<file path="src/rtl/gpx_pkg.sv">
package gpx_pkg;
  localparam int BYTE_W = 8;
  localparam int N_PORT = 2;
  localparam int IDX_W  = 3;

  typedef enum logic [2:0] {
    ST_IDLE,
    ST_ADDR,
    ST_CMD,
    ST_WR,
    ST_ACK,
    ST_RD,
    ST_MACK,
    ST_RLD
  } bus_state_t;

  localparam logic [1:0] KIND_PIN = 2'd0;
  localparam logic [1:0] KIND_OUT = 2'd1;
  localparam logic [1:0] KIND_POL = 2'd2;
  localparam logic [1:0] KIND_DIR = 2'd3;
endpackage

</file>
<file path="src/rtl/gpx_sync.sv">
module gpx_sync #(
  parameter int   STAGES  = 2,
  parameter logic RST_VAL = 1'b1
) (
  input  logic clk,
  input  logic rst,
  input  logic d,
  output logic q,
  output logic rise,
  output logic fall
);
  logic [STAGES-1:0] pipe;
  logic              prev;

  always_ff @(posedge clk) begin
    if (rst) begin
      pipe <= {STAGES{RST_VAL}};
      prev <= RST_VAL;
    end else begin
      pipe <= {pipe[STAGES-2:0], d};
      prev <= pipe[STAGES-1];
    end
  end

  assign q    = pipe[STAGES-1];
  assign rise = q & ~prev;
  assign fall = ~q & prev;
endmodule

</file>
<file path="src/rtl/gpx_regfile.sv">
module gpx_regfile
  import gpx_pkg::*;
#(
  parameter int PW = BYTE_W
) (
  input  logic                  clk,
  input  logic                  rst,
  input  logic [N_PORT*PW-1:0]  pin_in,
  input  logic                  wr_en,
  input  logic                  wr_ok,
  input  logic [IDX_W-1:0]      wr_idx,
  input  logic [PW-1:0]         wr_data,
  input  logic                  rd_ok,
  input  logic [IDX_W-1:0]      rd_idx,
  output logic [PW-1:0]         rd_data,
  output logic [N_PORT*PW-1:0]  pin_out,
  output logic [N_PORT*PW-1:0]  pin_oe
);
  localparam int W = N_PORT * PW;

  logic [W-1:0] pin_q, out_q, pol_q, dir_q, view;

  always_ff @(posedge clk) begin
    if (rst) pin_q <= '0;
    else     pin_q <= pin_in;
  end

  for (genvar p = 0; p < N_PORT; p++) begin : g_port
    always_ff @(posedge clk) begin
      if (rst) begin
        out_q[p*PW +: PW] <= '1;
        pol_q[p*PW +: PW] <= '0;
        dir_q[p*PW +: PW] <= '1;
      end else if (wr_en && wr_ok && (wr_idx[0] == 1'(p))) begin
        case (wr_idx[2:1])
          KIND_OUT: out_q[p*PW +: PW] <= wr_data;
          KIND_POL: pol_q[p*PW +: PW] <= wr_data;
          KIND_DIR: dir_q[p*PW +: PW] <= wr_data;
          default: ;
        endcase
      end
    end
  end

  assign view = pin_q ^ pol_q;

  always_comb begin
    rd_data = '0;
    if (rd_ok) begin
      case (rd_idx[2:1])
        KIND_PIN: rd_data = view [rd_idx[0]*PW +: PW];
        KIND_OUT: rd_data = out_q[rd_idx[0]*PW +: PW];
        KIND_POL: rd_data = pol_q[rd_idx[0]*PW +: PW];
        default:  rd_data = dir_q[rd_idx[0]*PW +: PW];
      endcase
    end
  end

  assign pin_out = out_q;
  assign pin_oe  = ~dir_q;
endmodule

</file>
<file path="src/rtl/gpx_i2c_engine.sv">
module gpx_i2c_engine
  import gpx_pkg::*;
#(
  parameter logic [3:0] DEV_BASE = 4'b0100
) (
  input  logic              clk,
  input  logic              rst,
  input  logic              scl_rise,
  input  logic              scl_fall,
  input  logic              start_det,
  input  logic              stop_det,
  input  logic              sda_s,
  input  logic [2:0]        addr_sel,
  input  logic [BYTE_W-1:0] rd_data,
  output logic [IDX_W-1:0]  idx,
  output logic              idx_ok,
  output logic              wr_en,
  output logic              wr_ok,
  output logic [IDX_W-1:0]  wr_idx,
  output logic [BYTE_W-1:0] wr_data,
  output logic              sda_oe,
  output logic              busy
);
  localparam int CNT_W = $clog2(BYTE_W + 1);

  bus_state_t        state, after;
  logic [CNT_W-1:0]  bitcnt;
  logic [BYTE_W-1:0] shreg;

  always_ff @(posedge clk) begin
    if (rst) begin
      state   <= ST_IDLE;
      after   <= ST_IDLE;
      bitcnt  <= '0;
      shreg   <= '0;
      idx     <= '0;
      idx_ok  <= 1'b1;
      wr_en   <= 1'b0;
      wr_ok   <= 1'b0;
      wr_idx  <= '0;
      wr_data <= '0;
    end else begin
      wr_en <= 1'b0;
      if (stop_det) begin
        state <= ST_IDLE;
      end else if (start_det) begin
        state  <= ST_ADDR;
        bitcnt <= '0;
      end else begin
        case (state)
          ST_ADDR, ST_CMD, ST_WR: begin
            if (scl_rise && bitcnt < CNT_W'(BYTE_W)) begin
              shreg  <= {shreg[BYTE_W-2:0], sda_s};
              bitcnt <= bitcnt + 1'b1;
            end else if (scl_fall && bitcnt == CNT_W'(BYTE_W)) begin
              bitcnt <= '0;
              case (state)
                ST_ADDR: begin
                  if (shreg[7:1] == {DEV_BASE, addr_sel}) begin
                    state <= ST_ACK;
                    if (shreg[0]) begin
                      after <= ST_RD;
                      shreg <= rd_data;
                    end else begin
                      after <= ST_CMD;
                    end
                  end else begin
                    state <= ST_IDLE;
                  end
                end
                ST_CMD: begin
                  idx    <= shreg[IDX_W-1:0];
                  idx_ok <= (shreg[BYTE_W-1:IDX_W] == '0);
                  state  <= ST_ACK;
                  after  <= ST_WR;
                end
                default: begin
                  wr_en   <= 1'b1;
                  wr_ok   <= idx_ok;
                  wr_idx  <= idx;
                  wr_data <= shreg;
                  idx[0]  <= ~idx[0];
                  state   <= ST_ACK;
                  after   <= ST_WR;
                end
              endcase
            end
          end
          ST_ACK: begin
            if (scl_fall) begin
              state  <= after;
              bitcnt <= '0;
            end
          end
          ST_RD: begin
            if (scl_fall) begin
              if (bitcnt == CNT_W'(BYTE_W - 1)) begin
                state <= ST_MACK;
              end else begin
                shreg  <= {shreg[BYTE_W-2:0], 1'b0};
                bitcnt <= bitcnt + 1'b1;
              end
            end
          end
          ST_MACK: begin
            if (scl_rise) begin
              if (sda_s) begin
                state <= ST_IDLE;
              end else begin
                idx[0] <= ~idx[0];
                state  <= ST_RLD;
              end
            end
          end
          ST_RLD: begin
            shreg <= rd_data;
            if (scl_fall) begin
              state  <= ST_RD;
              bitcnt <= '0;
            end
          end
          default: ;
        endcase
      end
    end
  end

  always_ff @(posedge clk) begin
    if (rst) sda_oe <= 1'b0;
    else     sda_oe <= (state == ST_ACK) || (state == ST_RD && !shreg[BYTE_W-1]);
  end

  assign busy = (state != ST_IDLE);
endmodule

</file>
<file path="src/rtl/gpx_expander.sv">
module gpx_expander
  import gpx_pkg::*;
#(
  parameter int         SYNC_STAGES = 2,
  parameter logic [3:0] DEV_BASE    = 4'b0100
) (
  input  logic                       clk,
  input  logic                       rst,
  input  logic                       scl_i,
  input  logic                       sda_i,
  output logic                       sda_oe,
  input  logic [2:0]                 addr_sel,
  input  logic [N_PORT*BYTE_W-1:0]   pin_in,
  output logic [N_PORT*BYTE_W-1:0]   pin_out,
  output logic [N_PORT*BYTE_W-1:0]   pin_oe
);
  logic [1:0] raw, lvl, up, dn;
  assign raw = {sda_i, scl_i};

  for (genvar s = 0; s < 2; s++) begin : g_sync
    gpx_sync #(.STAGES(SYNC_STAGES), .RST_VAL(1'b1)) sync_i (
      .clk(clk), .rst(rst), .d(raw[s]),
      .q(lvl[s]), .rise(up[s]), .fall(dn[s])
    );
  end

  logic start_det, stop_det;
  assign start_det = lvl[0] & dn[1];
  assign stop_det  = lvl[0] & up[1];

  logic [IDX_W-1:0]  idx, wr_idx;
  logic              idx_ok, wr_en, wr_ok, busy;
  logic [BYTE_W-1:0] wr_data, rd_data;

  gpx_i2c_engine #(.DEV_BASE(DEV_BASE)) eng_i (
    .clk(clk), .rst(rst),
    .scl_rise(up[0]), .scl_fall(dn[0]),
    .start_det(start_det), .stop_det(stop_det),
    .sda_s(lvl[1]), .addr_sel(addr_sel), .rd_data(rd_data),
    .idx(idx), .idx_ok(idx_ok),
    .wr_en(wr_en), .wr_ok(wr_ok), .wr_idx(wr_idx), .wr_data(wr_data),
    .sda_oe(sda_oe), .busy(busy)
  );

  gpx_regfile #(.PW(BYTE_W)) regs_i (
    .clk(clk), .rst(rst), .pin_in(pin_in),
    .wr_en(wr_en), .wr_ok(wr_ok), .wr_idx(wr_idx), .wr_data(wr_data),
    .rd_ok(idx_ok), .rd_idx(idx), .rd_data(rd_data),
    .pin_out(pin_out), .pin_oe(pin_oe)
  );
endmodule

</file>
<file path="config.mk">
export PLATFORM = sky130hd
export DESIGN_NAME = gpx_expander
export DESIGN_NICKNAME = d
export VERILOG_FILES = /design/src/rtl/gpx_pkg.sv /design/src/rtl/gpx_sync.sv /design/src/rtl/gpx_regfile.sv /design/src/rtl/gpx_i2c_engine.sv /design/src/rtl/gpx_expander.sv
export SDC_FILE = /design/constraint.sdc
export NUM_CORES = 1
export LEC_CHECK = 0
export ABC_AREA = 1
export BUFFER_PORTS_ARGS = -buffer_cell sky130_fd_sc_hd__buf_4
export CAP_MARGIN = 10
export CORE_MARGIN = 2
export CORE_UTILIZATION = 50
export DETAILED_ROUTE_END_ITERATION = 8
export PLACE_DENSITY = 0.68
export SYNTH_ARGS = -nofsm -noshare
export SYNTH_HDL_FRONTEND = slang
export SYNTH_HIERARCHICAL = 1
export SYNTH_SLANG_ARGS = --single-unit
</file>
<file path="constraint.sdc">
create_clock -name clk -period 3.1 [get_ports clk]
set_clock_uncertainty 0.15 [all_clocks]
set_input_delay 0.155 -clock clk [delete_from_list [all_inputs] [get_ports clk]]
set_output_delay 0.155 -clock clk [all_outputs]
set_load 0.03 [all_outputs]
</file>
==> results of run 1 <==
==> power breakdown <==
group | switching, uW | internal (uW) | total (uW)
logic | 667 | 321 | 988
clock network | 495 | 487 | 982
registers | 108 | 1440 | 1550
total | 1270 | 2250 | 3520
==> state kept, by name (all words and copies together), names as in the netlist, 4 cells and up <==
register,cells
regs_i/dir_q,16
regs_i/pin_out,16
regs_i/pin_q,16
regs_i/pol_q,16
eng_i/shreg,8
eng_i/wr_data,8
eng_i/bitcnt,4
g_sync.sync_i/pipe,4
==> metal layers <==
metal | wire length (microns) | up-vias | share of wire [%]
li1 | - | 2658 | -
met1 | 6817 | 2411 | 44
met2 | 7506 | 182 | 48
met4 | 458 | 0 | 2.9
met5 | 0 | - | 0
met3 | 851 | 32 | 5.4
==> placed cells by master, fill, tap and decap left out, types with 2 or more instances in the layout <==
master,count
nand2_1,189
dfxtp_1,106
inv_1,101
nor2_1,91
nand3_1,71
buf_4,58
o21ai_0,51
a21oi_1,45
dlygate4sd3_1,31
o211ai_1,16
inv_2,11
nand4_1,11
o21ai_1,11
clkbuf_8,10
a21oi_2,8
or2_2,8
nand2_2,7
nor3_1,7
nor2_4,6
nor2_2,3
nand3_2,3
bufinv_16,2
o21ai_2,2
o21a_1,2
ha_1,2
nor2_8,2
==> cells in the mapped netlist <==
cell and count:
o21a_1 2, o21ai_2 2, and2b_1 1, o211ai_1 16, nor2_1 91, nor2_4 6, o21ai_1 11, clkinv_1 1
nor3_4 1, nor2_8 2, a2111oi_0 1, nand4_1 11, nor3_1 7, a211oi_1 1, o21ai_0 51, nand2_1 189
nor3b_1 1, clkbuf_1 8, nand3_2 3, dfxtp_1 106, nand2_2 7, buf_4 3, buf_2 6, or2_2 8
nand3_1 71, inv_2 11, buf_6 8, ha_1 2, inv_1 101, nor3_2 1, buf_1 1, nor2_2 3
a21oi_2 8, a21oi_1 45
==> area by class of cell <==
class                           instances  area (sq um)  share of cell area, %
Clock buffer                           10         137.6                  2.186
Clock inverter                          6         96.34                  1.530
Inverter                              113         424.2                  6.736
Multi-Input combinational cell        541          2601                  41.31
Sequential cell                       106          2122                  33.70
Tap cell                              136         170.2                  2.702
Timing Repair Buffer                   89         745.7                  11.84
==> path summary, 6_finish.rpt <==
kind / cells after the start / end / start
max: 12 / eng_i/shreg[2] / eng_i/idx[1]
min: 2 / g_sync[1].sync_i/pipe[1] / g_sync[1].sync_i/pipe[0]
max reg2reg: 12 / eng_i/shreg[2] / eng_i/idx[1]
min reg2reg: 2 / g_sync[1].sync_i/pipe[1] / g_sync[1].sync_i/pipe[0]
==> metrics by stage <==
stage	setup WS (ps)	util (%)	power, uW
5_1_grt	539.9	61.00	3723
2_1_floorplan	1363	-	2283
3_5_place_dp	764.9	55.73	2508
4_1_cts	732.6	61.00	3518
6_report	701.5	61.00	3521
3_3_place_gp	778.7	55.73	2507
==> cells by family after synthesis <==
group / after synthesis
AO/OA/AOI/OAI: 137
adder cells (fa/ha/maj): 2
AND/OR/NAND/NOR: 402
buffers and inverters: 139
flip-flops: 106
==> tightest hold or removal path: stages, from the launching register on <==
cell	delay (ps)
dfxtp_1	320
inv_1	30
nand2_1	50
==> what timing repair did <==
item	CTS	global route
endpoints found under the setup margin	0	0
endpoints found under the hold margin	20	0
setup buffers	0	0
hold buffers	31	0
==> flow_summary.yaml, run 1 <==
logic_synthesis:
  ys_ff_latch: 106
  synth.net_count: 811
  synth_cell_types: 34
  yosys.area.top_type: "dfxtp_1"
  yosysTopAreaCellShare_pct: 39.86
  synth-compound-area-share_pct: 14.55
  synth_fa_ha_area_share_pct: 0.4700
  yosys.area_share.simple_pct: 33.84
  synthCells: 786
  syn_area_sq_um: 5324
  synth_mux_area_share_pct: 0
  synth_seq_area_share_pct: 39.86
  ys.warnings.count: 6
  synth_top_family_by_area: "simple AND/OR/NAND/NOR gates"
  synth.avg_cell_area_sq_um: 6.773
  synth_xor_xnor_area_share_pct: 0
  yosys-top-cells-area: "dfxtp_1, nand2_1, inv_1"
setup_path:
  crit_path_cell_trace: "buf_4, nor2_8, nand3_1, nand3_1, nand2_1, a21oi_1, nand3_1, o21ai_0, a21oi_1, nand4_1, nand2_1, nor2_1"
  critPathBufInv: 1
  critical_path.top_delay_family: "simple AND/OR/NAND/NOR gates"
  required_ps: 3270
  path_class: "flop to flop"
  slowest_delay_ps: 470
  crit_slowest_cell: "dfxtp_1"
  cp-end-kind: "flop"
  arrival_ps: 2570
  cpMostUsedCell: "nand3_1"
  cp-start-kind: "flop"
  crit_fanout: 16
  r2r_slack_ps: 700
grt:
  antenna_found_initial: 0
  grt_pass1_vias: 4846
  grt_util_met3_pct: 3.951
  gr-usage-all-layers_pct: 28.07
  grt.met1_usage_pct: 35.59
  grt_pass1_wl_microns: 24720
  met2_usage_pct: 47.47
  grt_overflow: 0
  grt-busiest-layer: "met2"
  grt_max_degree: 49
timing:
  fin_crit_sh_pct: 77.37
  timing.hold.ws_ps: 277.9
  setup_viol: 0
  worst_pin_slew_ps: 794.3
  fin_tns_setup_ps: 0
  final.min_clock_period_ps: 2399
  rsz0062_at_grt: "no"
  final-hold-violation-count: 0
  clock.fmax_mhz: 416.9
  slew_violations: 0
  slew_headroom_pct: 46.72
placement:
  dpl-instance-area_sq_um: 5753
  portBuffers: 55
  place_congestion: 0.9428
  dp.cells: 954
  place_hpwl_microns: 11240
clock_tree:
  cts_buffers: 9
  path_clk_slew_ps: 100
  htree_levels: 3
  cts_resized: 0
  cts_tree: "yes"
  clk_path_buf_depth: 2
  clk_latency_ps: 370
  clock-sinks: 106
  clock-root-buffer: "clkbuf_8"
routing:
  drc_errors: 0
  drt_iter0_markers: 410
  wire_per_inst_microns: 15.62
  viasPerCell: 5.278
  vias: 5283
  drtAntennaViolNets: 0
  wirelength_microns: 15630
  first_pass_iters: 7
finish:
  final_layout_size_suffix_gt1_share_pct: 14.57
  fillers: 982
  postLayoutCellArea_sq_um: 6297
  nNetsFinal: 885
  final_cell_count_no_fill: 1001
  num_antenna_cells: 0
  area_growth_pct: 18.28
power:
  max-vdd-ir-drop_v: 0.0004092
  p_leak_uw: 0.003024
  power_per_cell_area_nw_per_um2: 559.1
floorplanning:
  start_util_pct: 51.57
  die_h_microns: 107.2
  num_io_pins: 56
  fp.dieW_microns: 107.2
  dieArea_sq_um: 11490
  rows: 37
  core_area_sq_um: 10320
min_path:
  holdCritPathClass: "flop to flop"
run_status:
  status: "finished, final reports clean"
run:
  cap_violations: 0
(Power assumes the default switching activity.)
==> run 2: changes to the inputs <==
--- a/config.mk
+++ b/config.mk
@@ -11,7 +11,7 @@
 export CORE_MARGIN = 2
 export CORE_UTILIZATION = 50
 export DETAILED_ROUTE_END_ITERATION = 8
-export PLACE_DENSITY = 0.68
+export PLACE_DENSITY = 0.7
 export SYNTH_ARGS = -nofsm -noshare
 export SYNTH_HDL_FRONTEND = slang
 export SYNTH_HIERARCHICAL = 1
==> constraint.sdc (replaced) <==
create_clock -name clk -period 2 [get_ports clk]
set_clock_uncertainty 0.15 [all_clocks]
set_input_delay 0.1 -clock clk [delete_from_list [all_inputs] [get_ports clk]]
set_output_delay 0.1 -clock clk [all_outputs]
set_load 0.03 [all_outputs]
==> run 2 against run 1 <==
Effect of this change:
- non-clock buffer count increased by 41
- flip-flop and latch count unchanged
- highest routed layer unchanged
- first-iteration DRC count increased by 6.1%
- clock power increased by 67%
==> flow_summary.yaml, run 2 (synthesis gave the netlist of run 1 again) <==
finish:
  num_antenna_cells: 0
  fillers: 911
  area_growth_pct: 29.40
  final_cell_mix: "nand2_1, dfxtp_1, inv_1"
  final_common_cell: "nand2_1"
  nNetsFinal: 927
  final_layout_size_suffix_gt1_share_pct: 21.50
grt:
  grt_pass1_wl_microns: 25550
  gr-usage-all-layers_pct: 29.22
  grt_pass1_vias: 5001
  grt_max_degree: 49
  antenna_found_initial: 0
  grt_overflow: 0
routing:
  viasPerCell: 5.248
  vias: 5474
  wire_per_inst_microns: 15.76
  drtAntennaViolNets: 0
  drt_iter0_markers: 435
  first_pass_iters: 5
  drc_errors: 0
  wirelength_microns: 16430
clock_tree:
  cts_buffers: 9
  clock-root-buffer: "clkbuf_8"
  path_clk_slew_ps: 110
  htree_levels: 3
  clock-sinks: 106
  cts_tree: "yes"
  clk_path_buf_depth: 2
  clk_latency_ps: 380
placement:
  portBuffers: 55
  place_congestion: 0.9731
  place_hpwl_microns: 11650
  place_ws_ps: -50.38
setup_path:
  crit_fanout: 8
  critical_path.top_delay_family: "simple AND/OR/NAND/NOR gates"
  r2r_slack_ps: 10
  cp-end-kind: "flop"
  reg2reg_from: "eng_i/idx[2]"
  crit_slowest_cell: "dfxtp_4"
  path_class: "flop to flop"
  r2r_cells: 13
  slowest_delay_ps: 380
  crit_path_cell_trace: "buf_12, nor2_8, buf_6, nand3_2, nand3_2, nand2_2, a21oi_2, nand3_1, o21ai_1, a21oi_1, nand4_1, nand2_1, nor2_1"
  cp-start-kind: "flop"
  cpMostUsedCell: "nand3_2"
  required_ps: 2180
  reg2reg_to: "eng_i/shreg[7]"
  critPathBufInv: 2
  arrival_ps: 2170
timing:
  fin_ws_ps: 9.856
  final-hold-violation-count: 0
  slew_violations: 0
  clock.fmax_mhz: 502.5
  final.min_clock_period_ps: 1990
  slew_headroom_pct: 63.85
  fin_crit_sh_pct: 99.51
  fin_tns_setup_ps: 0
  setup_viol: 0
  rsz0062_at_grt: "yes"
  worst_pin_slew_ps: 541.5
power:
  clkPwrFrac_pct: 28.3
  p_comb_share_pct: 30.4
  finalPower_uw: 5774
  max-vdd-ir-drop_v: 0.0007109
  internal_power_uw: 3776
  pwr-share-seq_pct: 41.3
  swShare_pct: 34.60
  power_per_cell_area_nw_per_um2: 838.1
  p_leak_uw: 0.003314
  switchingPower_uw: 1998
min_path:
  whs_endpoint: "eng_i/state[2]"
  holdPathStages: 8
  holdCritPathClass: "input pin to flop"
  hold_start: "addr_sel[2]"
floorplanning:
  core_area_sq_um: 10320
  fp.dieW_microns: 107.2
  die_h_microns: 107.2
  num_io_pins: 56
  start_util_pct: 51.57
  dieArea_sq_um: 11490
  rows: 37
run_status:
  status: "finished, final reports clean"
run:
  cap_violations: 0
run 2: per-stage QoR:
stage          hold WS (ps)  area (sq um)  std cells  util [%]
6_report              228.5          6889       1043     66.73
5_1_grt               267.3          6889       1043     66.73
4_1_cts               206.6          6641       1033     64.33
3_5_place_dp          134.1          6018        981     58.30
3_3_place_gp          125.2          6018        981     58.30
2_1_floorplan         34.82          5324        786         -
run 2: area by class of cell:
cell class / count / area (sq um) / share of cell area (%)
inverters: 113 / 429.2 / 6.230
multi-input cells: 542 / 2734 / 39.68
well taps: 136 / 170.2 / 2.470
repair buffers: 130 / 1174 / 17.04
flip-flops and latches: 106 / 2133 / 30.97
clock buffers: 10 / 137.6 / 1.998
clock inverters: 6 / 111.4 / 1.616
run 2: how the worst max path moves through the flow:
stage	start	endpoint	slack (ps)	cells past startpoint
2_1_floorplan	eng_i/idx[2]	eng_i/shreg[5]	260	12
3_3_place_gp	eng_i/idx[2]	eng_i/shreg[3]	-30	13
3_5_place_dp	eng_i/idx[1]	eng_i/shreg[7]	-50	12
4_1_cts	eng_i/idx[2]	eng_i/shreg[7]	20	13
5_1_grt	eng_i/idx[2]	eng_i/shreg[2]	-70	13
6_report	eng_i/idx[2]	eng_i/shreg[7]	10	13
run 2: repair_timing:
item / 4_1_cts / 5_1_grt
cloned: 0 / 2
pin swaps: 0 / 27
endpoints found under the hold margin: 26 / 0
resized for setup: 5 / 44
buffers inserted: 0 / 8
setup endpoints to repair: 6 / 13
hold buffers: 36 / 0
run 2: worst register-to-register path, delay by kind of cell, from the launching register on:
kind | cells | cell delay (ps)
flip-flops | 1 | 380
buffers and inverters | 2 | 270
AO/OA/AOI/OAI | 3 | 370
AND/OR/NAND/NOR | 8 | 770
run 2: power groups by stage:
stage / Combinational (uW) / Sequential, uW / Clock, uW
finish: 1750 / 2380 / 1640
global placement: 1630 / 2420 / 0
CTS: 1700 / 2380 / 1660
detailed placement: 1630 / 2430 / 0
floorplan: 1170 / 2370 / 0
global route: 1960 / 2400 / 1750
run 2: routing by layer:
layer  routed length, microns  GRT usage, %
met1                     6922         36.71
met2                     7887         49.32
met3                     1106         4.498
met4                      518         12.99
met5                        0             0
==> run 3: changes to the inputs <==
--- a/config.mk
+++ b/config.mk
@@ -8,6 +8,7 @@
 export ABC_AREA = 1
 export BUFFER_PORTS_ARGS = -buffer_cell sky130_fd_sc_hd__buf_4
 export CAP_MARGIN = 10
+export CORE_ASPECT_RATIO = 1.4
 export CORE_MARGIN = 2
 export CORE_UTILIZATION = 50
 export DETAILED_ROUTE_END_ITERATION = 8
==> run 3 against run 2 <==
Effect of this change:
- critical path depth down 2
- total power up 1.7%
- flip-flop and latch count unchanged
- sequential share of layout area about the same
- final cell count up 0.38%
- clock power about the same
==> flow_summary.yaml, run 3 (synthesis gave the netlist of run 1 again) <==
setup_path:
  cp-start-kind: "flop"
  required_ps: 2140
  cp-end-kind: "flop"
  path_class: "flop to flop"
  arrival_ps: 2060
  crit_fanout: 6
routing:
  wl_met1_microns: 6570
  wl_met2_microns: 8844
  drtAntennaViolNets: 0
  viasPerCell: 5.274
  first_pass_iters: 6
  wire_per_inst_microns: 16.20
  route.met3.wl_microns: 719
  highest_layer: "met4"
  drt_iter0_markers: 372
  vias: 5522
  wirelength_microns: 16970
  drc_errors: 0
finish:
  nNetsFinal: 929
  area_growth_pct: 28.81
  final_layout_size_suffix_gt1_share_pct: 19.69
  final_cell_count_no_fill: 1047
  final_cell_mix: "nand2_1, dfxtp_1, inv_1"
  final_common_cell: "nand2_1"
  fin_util_pct: 66.26
  num_antenna_cells: 0
  fillers: 928
grt:
  grt_pass1_wl_microns: 26270
  gr-usage-all-layers_pct: 29.49
  grt_overflow: 0
  grt_pass1_vias: 5178
  antenna_found_initial: 0
  grt_max_degree: 49
placement:
  portBuffers: 55
  place_ws_ps: -39.91
  place_congestion: 0.9109
  dp.cells: 981
  place_hpwl_microns: 11990
clock_tree:
  clock-sinks: 106
  clk_latency_ps: 350
  path_clk_slew_ps: 70
  htree_levels: 3
  cts_tree: "yes"
  cts_buffers: 9
  clk_path_buf_depth: 2
  clock-root-buffer: "clkbuf_16"
min_path:
  holdCritPathClass: "flop to flop"
run_status:
  status: "finished, final reports clean"
timing:
  setup_viol: 0
  slew_headroom_pct: 61.02
  fin_tns_setup_ps: 0
  final-hold-violation-count: 0
  worst_pin_slew_ps: 570.0
  slew_violations: 0
  fin_ws_ps: 72.07
  clock.fmax_mhz: 518.7
  final.min_clock_period_ps: 1928
  fin_crit_sh_pct: 96.40
  rsz0062_at_grt: "yes"
floorplanning:
  start_util_pct: 51.44
  rows: 44
  fp.dieW_microns: 91.21
  die_h_microns: 126.1
  dieArea_sq_um: 11500
  num_io_pins: 56
  core_area_sq_um: 10350
power:
  p_leak_uw: 0.003306
  power_per_cell_area_nw_per_um2: 856.0
  max-vdd-ir-drop_v: 0.0007523
run:
  cap_violations: 0
## run 3: critical path, stage by stage, from the launching register on
cell	delay, ps
dfxtp_2	350
buf_6	150
nor2_4	180
buf_4	140
nand3_1	100
nand3_1	120
nand2_1	60
a21oi_1	220
nand3_1	120
nand2_1	120
nor2_1	60
nor2_1	90
## run 3: path summary, 6_finish.rpt
path / start / end / slack [ps] / cells past startpoint
max reg2reg: eng_i/idx[2] / eng_i/shreg[0] / 70 / 11
min reg2reg: g_sync[1].sync_i/pipe[0] / g_sync[1].sync_i/pipe[1] / 270 / 2
max: eng_i/idx[2] / eng_i/shreg[0] / 70 / 11
min: g_sync[1].sync_i/pipe[0] / g_sync[1].sync_i/pipe[1] / 270 / 2
## run 3: report_power, final
group | leakage [uW] | internal [uW] | switching [uW] | total [uW]
sequential | 0.000863 | 2240 | 128 | 2360
combinational | 0.00232 | 688 | 1150 | 1840
clock | 0.000128 | 859 | 805 | 1660
total | 0.00331 | 3780 | 2090 | 5870
## run 3: layout make-up
cell class	count	area, sq um	area share [%]
well taps	138	172.7	2.518
flip-flops and latches	106	2127	31.02
clock inverters	4	33.78	0.4926
repair buffers	132	1192	17.39
multi-input cells	542	2669	38.92
inverters	113	426.7	6.221
clock buffers	12	236.5	3.448
## run 3: routing by layer
layer | up-vias | global-route usage, %
li1 | 2747 | -
met2 | 179 | 55.69
met1 | 2550 | 31.93
met4 | 0 | 14.53
met3 | 46 | 3.708
met5 | - | 0
## run 3: what timing repair did
| item | CTS | global route |
|---|---|---|
| setup buffers | 4 | 7 |
| endpoints found under the setup margin | 2 | 24 |
| endpoints found under the hold margin | 23 | 0 |
| resized for setup | 2 | 23 |
| hold buffers | 35 | 0 |
| pin swaps | 2 | 16 |
| cloned | 0 | 4 |
## run 3: through the flow
stage | hold slack, ps | total power, uW | area (sq um)
6_report | 268.3 | 5870 | 6858
5_1_grt | 287.3 | 6172 | 6858
4_1_cts | 271.0 | 5843 | 6651
3_5_place_dp | 123.1 | 4141 | 5993
3_3_place_gp | 124.7 | 4115 | 5993
2_1_floorplan | 34.82 | 3539 | 5324
